### src/rtl/fxp_mac_pkg.sv
package fxp_mac_pkg;

  typedef enum logic [1:0] {
    OP_HOLD  = 2'b00,
    OP_CLEAR = 2'b01,
    OP_ACC   = 2'b10,
    OP_LOAD  = 2'b11
  } mac_op_e;

  typedef enum logic [1:0] {
    RND_CHOP = 2'b00,
    RND_NEAR = 2'b01,
    RND_CONV = 2'b10,
    RND_RSVD = 2'b11
  } rnd_mode_e;

endpackage

### src/rtl/fxp_frac_mult.sv
module fxp_frac_mult #(
  parameter int DW = 24
) (
  input  logic signed [DW-1:0]   a,
  input  logic signed [DW-1:0]   b,
  output logic signed [2*DW-1:0] prod
);
  localparam int PW = 2 * DW;

  logic signed [PW-1:0] full;
  logic                 min_sq;

  always_comb begin
    full   = $signed({{DW{a[DW-1]}}, a}) * $signed({{DW{b[DW-1]}}, b});
    min_sq = (a == {1'b1, {(DW-1){1'b0}}}) && (b == {1'b1, {(DW-1){1'b0}}});
    // drop the duplicated sign bit; the only case that cannot fit is clamped
    if (min_sq) prod = {1'b0, {(PW-1){1'b1}}};
    else        prod = {full[PW-2:0], 1'b0};
  end

  always_comb begin
    if (a != '0 && b != '0)
      AST_PROD_SIGN: assert (prod[PW-1] == (a[DW-1] ^ b[DW-1]));
  end

endmodule

### src/rtl/fxp_acc.sv
module fxp_acc
  import fxp_mac_pkg::*;
#(
  parameter int PW = 48,
  parameter int AW = 56
) (
  input  logic                 clk,
  input  logic                 rst,
  input  mac_op_e              op,
  input  logic signed [PW-1:0] prod,
  output logic signed [AW-1:0] acc
);
  localparam int GW = AW - PW;

  logic signed [AW-1:0] prod_ext;
  assign prod_ext = {{GW{prod[PW-1]}}, prod};

  always_ff @(posedge clk) begin
    if (rst) begin
      acc <= '0;
    end else begin
      unique case (op)
        OP_CLEAR: acc <= '0;
        OP_ACC:   acc <= acc + prod_ext;
        OP_LOAD:  acc <= prod_ext;
        default:  acc <= acc;
      endcase
    end
  end

  AST_CLEAR_ZERO: assert property (@(posedge clk) disable iff (rst)
    op == OP_CLEAR |=> acc == '0);
  AST_HOLD_STABLE: assert property (@(posedge clk) disable iff (rst)
    op == OP_HOLD |=> $stable(acc));

endmodule

### src/rtl/fxp_round_sat.sv
module fxp_round_sat
  import fxp_mac_pkg::*;
#(
  parameter int AW   = 56,
  parameter int DW   = 24,
  parameter int DROP = 24
) (
  input  logic signed [AW-1:0] acc,
  input  rnd_mode_e            mode,
  output logic [DW-1:0]        res,
  output logic                 sat
);
  localparam int KW = AW - DROP;

  logic signed [KW-1:0] kept;
  logic [DROP-1:0]      frac;
  logic                 inc;
  logic signed [KW:0]   sum;
  logic                 sat_hi;
  logic                 sat_lo;

  assign kept = acc[AW-1:DROP];
  assign frac = acc[DROP-1:0];

  always_comb begin
    unique case (mode)
      RND_NEAR: inc = frac[DROP-1];
      RND_CONV: inc = frac[DROP-1] & ((|frac[DROP-2:0]) | kept[0]);
      default:  inc = 1'b0;
    endcase
  end

  always_comb begin
    sum    = {kept[KW-1], kept} + {{KW{1'b0}}, inc};
    sat_hi = !sum[KW] && (|sum[KW-1:DW-1]);
    sat_lo = sum[KW] && !(&sum[KW-1:DW-1]);
    sat    = sat_hi | sat_lo;
    if (sat_hi)      res = {1'b0, {(DW-1){1'b1}}};
    else if (sat_lo) res = {1'b1, {(DW-1){1'b0}}};
    else             res = sum[DW-1:0];
  end

endmodule

### src/rtl/fxp_mac_guard.sv
module fxp_mac_guard
  import fxp_mac_pkg::*;
#(
  parameter int DW = 24,
  parameter int GW = 8
) (
  input  logic          clk,
  input  logic          rst,
  input  logic [1:0]    op,
  input  logic [1:0]    rnd_mode,
  input  logic [DW-1:0] opa,
  input  logic [DW-1:0] opb,
  input  logic          store_en,
  output logic [DW-1:0] res,
  output logic          res_vld,
  output logic          ovf_sticky
);
  localparam int PW = 2 * DW;
  localparam int AW = PW + GW;

  mac_op_e              op_e;
  rnd_mode_e            rnd_e;
  logic signed [PW-1:0] prod;
  logic signed [AW-1:0] acc;
  logic [DW-1:0]        rs_val;
  logic                 rs_sat;

  assign op_e  = mac_op_e'(op);
  assign rnd_e = rnd_mode_e'(rnd_mode);

  fxp_frac_mult #(.DW(DW)) u_mult (
    .a    (opa),
    .b    (opb),
    .prod (prod)
  );

  fxp_acc #(.PW(PW), .AW(AW)) u_acc (
    .clk  (clk),
    .rst  (rst),
    .op   (op_e),
    .prod (prod),
    .acc  (acc)
  );

  fxp_round_sat #(.AW(AW), .DW(DW), .DROP(PW - DW)) u_rs (
    .acc  (acc),
    .mode (rnd_e),
    .res  (rs_val),
    .sat  (rs_sat)
  );

  always_ff @(posedge clk) begin
    if (rst) begin
      res        <= '0;
      res_vld    <= 1'b0;
      ovf_sticky <= 1'b0;
    end else begin
      res_vld    <= store_en;
      if (store_en) res <= rs_val;
      ovf_sticky <= (ovf_sticky && op_e != OP_CLEAR) || (store_en && rs_sat);
    end
  end

  AST_VLD_ON_STORE: assert property (@(posedge clk) disable iff (rst)
    store_en |=> res_vld);
  AST_VLD_QUIET: assert property (@(posedge clk) disable iff (rst)
    !store_en |=> !res_vld);
  AST_RES_HOLD: assert property (@(posedge clk) disable iff (rst)
    !store_en |=> $stable(res));
  AST_STICKY_KEEP: assert property (@(posedge clk) disable iff (rst)
    ovf_sticky && op_e != OP_CLEAR |=> ovf_sticky);

endmodule

### config.mk
export PLATFORM = sky130hd
export DESIGN_NAME = fxp_mac_guard
export DESIGN_NICKNAME = d
export VERILOG_FILES = /design/src/rtl/fxp_mac_pkg.sv /design/src/rtl/fxp_frac_mult.sv /design/src/rtl/fxp_acc.sv /design/src/rtl/fxp_round_sat.sv /design/src/rtl/fxp_mac_guard.sv
export SDC_FILE = /design/constraint.sdc
export NUM_CORES = 2
export LEC_CHECK = 0
export ABC_AREA = 0
export BUFFER_PORTS_ARGS = -buffer_cell sky130_fd_sc_hd__buf_2
export CORE_MARGIN = 2
export CORE_UTILIZATION = 30
export CTS_CLUSTER_SIZE = 20
export DETAILED_ROUTE_END_ITERATION = 16
export GPL_ROUTABILITY_DRIVEN = 0
export HOLD_SLACK_MARGIN = 0.1
export MAX_ROUTING_LAYER = met4
export PLACE_DENSITY_LB_ADDON = 0.05
export SLEW_MARGIN = 0
export SYNTH_ARGS = -nofsm -noshare
export SYNTH_HDL_FRONTEND = slang
export SYNTH_HIERARCHICAL = 1
export SYNTH_SLANG_ARGS = --single-unit
### constraint.sdc
create_clock -name clk -period 12 [get_ports clk]
set_input_delay 1.2 -clock clk [delete_from_list [all_inputs] [get_ports clk]]
set_output_delay 1.2 -clock clk [all_outputs]
set_load 0.005 [all_outputs]
==> metrics <==
Hold Vio Cnt, Final 0; post-synthesis cell type count 95; Chip Height 317 um; final sum of negative setup slack 0 ns; slew at the pin with the worst max-slew slack 1.21 ns; combined global-route utilization of all metal layers 19.8%; area occupied by multi-input gates 24600 um^2; final critical-path share of the clock period 90.7%; Mapped Avg Cell Area 8.61 um^2; logic depth of the worst register-to-register path 15; final cell count without fillers 4648; synthesis-stage register bit count 82; Worst Setup Slack, final 1.12 ns; Top cell by count, worst path sky130_fd_sc_hd__fa_1; Site Rows 114; placement-stage worst setup slack 0.775 ns; fraction of synthesized cell area taken by the top area cell type 40.8%; count of pins on the block boundary 81; number of buffers added for setup after CTS 0; FFs w/ async S/R, synth 0%; WL final 92300 um; total of fill cells in the finished design 10300; Net count, final 4211; FMAX 0.0919 GHz; Most used DFF post-synth sky130_fd_sc_hd__dfxtp_1; # Max-Cap Violations 0; number of gates resized after cts 0; area enclosed by the die boundary 101000 um^2; floorplan die width 317 um; kind of end point of the critical path flip-flop; area taken by flip-flops and latches 1640 um^2; maximum count of clock buffers along a single path 2; crit path to u_acc/acc[55]; highest cell delay on the worst timing path 0.84 ns; worst-path maximum fanout 26; end of the worst register-to-register path ovf_sticky; final max-slew violation count 0; drt wl/cell 19.9 um; remaining number of nets flagged by the antenna check after routing 0; CORE AREA 97000 um^2; setup violation total in the final timing report 0; HP Class flip-flop to flip-flop; via count of the first global-routing pass 25300; arrival time at the worst endpoint 11.15 ns; Placed Cells 4630; Clock transition at path regs 0.07 ns; post-synthesis cell count 3417; result of the run completed; flop-to-flop setup slack 6.92 ns; Via-to-Cell Ratio 4.92; wire length of the first global-routing pass 148000 um; final routed DRC violation total 0; relative slew slack 18.9%; Worst Skew 0.0119 ns; total iterations of the first detailed-routing run 5; CTS Hold Buffers Added 0; buffer cell driving the clock tree root sky130_fd_sc_hd__clkbuf_16; initial detailed-routing violation count 1268; number of antenna violations at the first check in global routing 3; CTS tree yes; proportion of layout cells with a drive suffix above 1 6.14%; kind of critical path primary input to flip-flop; PortBufs 80; largest net degree at the start of global routing 84; Syn Nets 4263; DPL Wire Length 76200 um; vias post-DR 22900; source of the critical timing path opa[23]; area growth from synthesis to layout 5.98%; H-tree Lvls 3; clock period minus final worst setup slack 10.88 ns; fin util 32.1%; slowest cell on the critical path sky130_fd_sc_hd__fa_1; count of flip-flops with a built-in enable after synthesis 0; crit start category primary input; clk sinks 82; YS warnings 6; setup repair after global routing missed its margin no; initial standard-cell utilization of the core 30.3%; gr ovfl total 0; worst-skew pair later-pin latency 0.37 ns; TritonCTS Buffers 9; Critical R2R Launch u_acc/acc[24]; largest area contributor in the netlist sky130_fd_sc_hd__fa_1; Area contributors post-synth sky130_fd_sc_hd__fa_1, sky130_fd_sc_hd__ha_1, sky130_fd_sc_hd__inv_1; Required @ worst endpoint 12.27 ns; share of synthesized area occupied by flip-flops and latches 5.58%; Syn Std Cell Area 29400 um^2
==> layer usage <==
metal / GRT usage (%) / wire length (um) / vias up
li1: - / - / 10600
met4: 3.81 / 1890 / 0
met5: - / 0 / -
met2: 34.6 / 46600 / 364
met1: 25.1 / 41300 / 11800
met3: 1.59 / 2560 / 84
==> Yosys cell counts, types with 12 or more instances <==
library cell               instances
sky130_fd_sc_hd__nor3_1           15
sky130_fd_sc_hd__inv_1           620
sky130_fd_sc_hd__a21oi_1         213
sky130_fd_sc_hd__and3_1           21
sky130_fd_sc_hd__nor2_1          142
sky130_fd_sc_hd__xor2_1           39
sky130_fd_sc_hd__ha_1            191
sky130_fd_sc_hd__and2_1          268
sky130_fd_sc_hd__a21oi_2          14
sky130_fd_sc_hd__nand3_1          28
sky130_fd_sc_hd__clkbuf_1        145
sky130_fd_sc_hd__nand2_1         440
sky130_fd_sc_hd__buf_2            12
sky130_fd_sc_hd__nor2b_1          29
sky130_fd_sc_hd__o21bai_1         22
sky130_fd_sc_hd__o21ai_0          49
sky130_fd_sc_hd__nand2b_1         17
sky130_fd_sc_hd__a31oi_1          21
sky130_fd_sc_hd__a21o_1           62
sky130_fd_sc_hd__xnor2_1          77
sky130_fd_sc_hd__nand4_1          27
sky130_fd_sc_hd__mux2i_1          41
sky130_fd_sc_hd__dfxtp_1          82
sky130_fd_sc_hd__a22oi_1          16
sky130_fd_sc_hd__nor4_1           21
sky130_fd_sc_hd__fa_1            600
==> final cells by class <==
type / instances / share of cell area [%]
clock buffer: 12 / 0.791
inverter: 622 / 7.49
clock inverter: 4 / 0.165
multi-input combinational: 2536 / 79.1
sequential: 82 / 5.27
timing repair buffer: 114 / 2.10
antenna: 2 / 0.0161
tap: 1276 / 5.12
==> kinds of logic (layout without fill, tap and decap cells) <==
group | count (synthesis) | count (layout) | synth area share, %
AOI/OAI and AO/OA | 516 | 516 | 11.6
xor gates and xnor gates | 116 | 116 | 3.45
adders and majority gates | 791 | 791 | 49.0
buffers and inverters | 799 | 752 | 10.7
DFF | 82 | 82 | 5.58
muxes | 53 | 53 | 1.89
other | 0 | 2 | 0
and+or+nand+nor | 1060 | 1060 | 17.9
==> placed cells by master, fill, tap and decap left out, types with 27 or more instances in the layout <==
cell type                 synthesis  final
sky130_fd_sc_hd__nor2_1         142    141
sky130_fd_sc_hd__o21ai_0         49     49
sky130_fd_sc_hd__mux2i_1         41     41
sky130_fd_sc_hd__and2_1         268    268
sky130_fd_sc_hd__xor2_1          39     39
sky130_fd_sc_hd__ha_1           191    191
sky130_fd_sc_hd__nand3_1         28     28
sky130_fd_sc_hd__nor2b_1         29     29
sky130_fd_sc_hd__dfxtp_1         82     82
sky130_fd_sc_hd__buf_2           12     80
sky130_fd_sc_hd__a21oi_1        213    213
sky130_fd_sc_hd__nand4_1         27     27
sky130_fd_sc_hd__xnor2_1         77     77
sky130_fd_sc_hd__buf_4            5     34
sky130_fd_sc_hd__a21o_1          62     62
sky130_fd_sc_hd__inv_1          620    620
sky130_fd_sc_hd__fa_1           600    600
sky130_fd_sc_hd__nand2_1        440    440
==> sequential cells by signal, indices dropped and copies added (netlist names) <==
signal,cells
res,24
ovf_sticky,1
res_vld,1
u_acc/acc,56
==> how the worst min path moves through the flow <==
stage	start	to	slack, ns	cells past startpoint
after CTS	ovf_sticky	ovf_sticky	0.48	2
after global placement	ovf_sticky	ovf_sticky	0.47	2
after global routing	res[18]	res[18]	0.51	2
after detailed placement	ovf_sticky	ovf_sticky	0.47	2
after floorplan	ovf_sticky	ovf_sticky	0.47	2
final	ovf_sticky	ovf_sticky	0.47	2
==> worst max-delay path, delay by kind of cell <==
family,cells,cell delay (ns)
fa+ha+maj,9,4.83
compound gates,15,2.95
buf+inv,5,1.30
mux,1,0.22
simple gates,3,0.61
==> stage by stage <==
stage / hold slack (ns) / instance area [um^2]
final: 0.472 / 31200
after global routing: 0.508 / 31200
after CTS: 0.477 / 31200
after floorplan: 0.465 / 29400
after detailed placement: 0.466 / 30900
after global placement: 0.465 / 30900
Power is not shown: default switching activity piles up to over one toggle a cycle in this logic, so the estimate is an artifact.
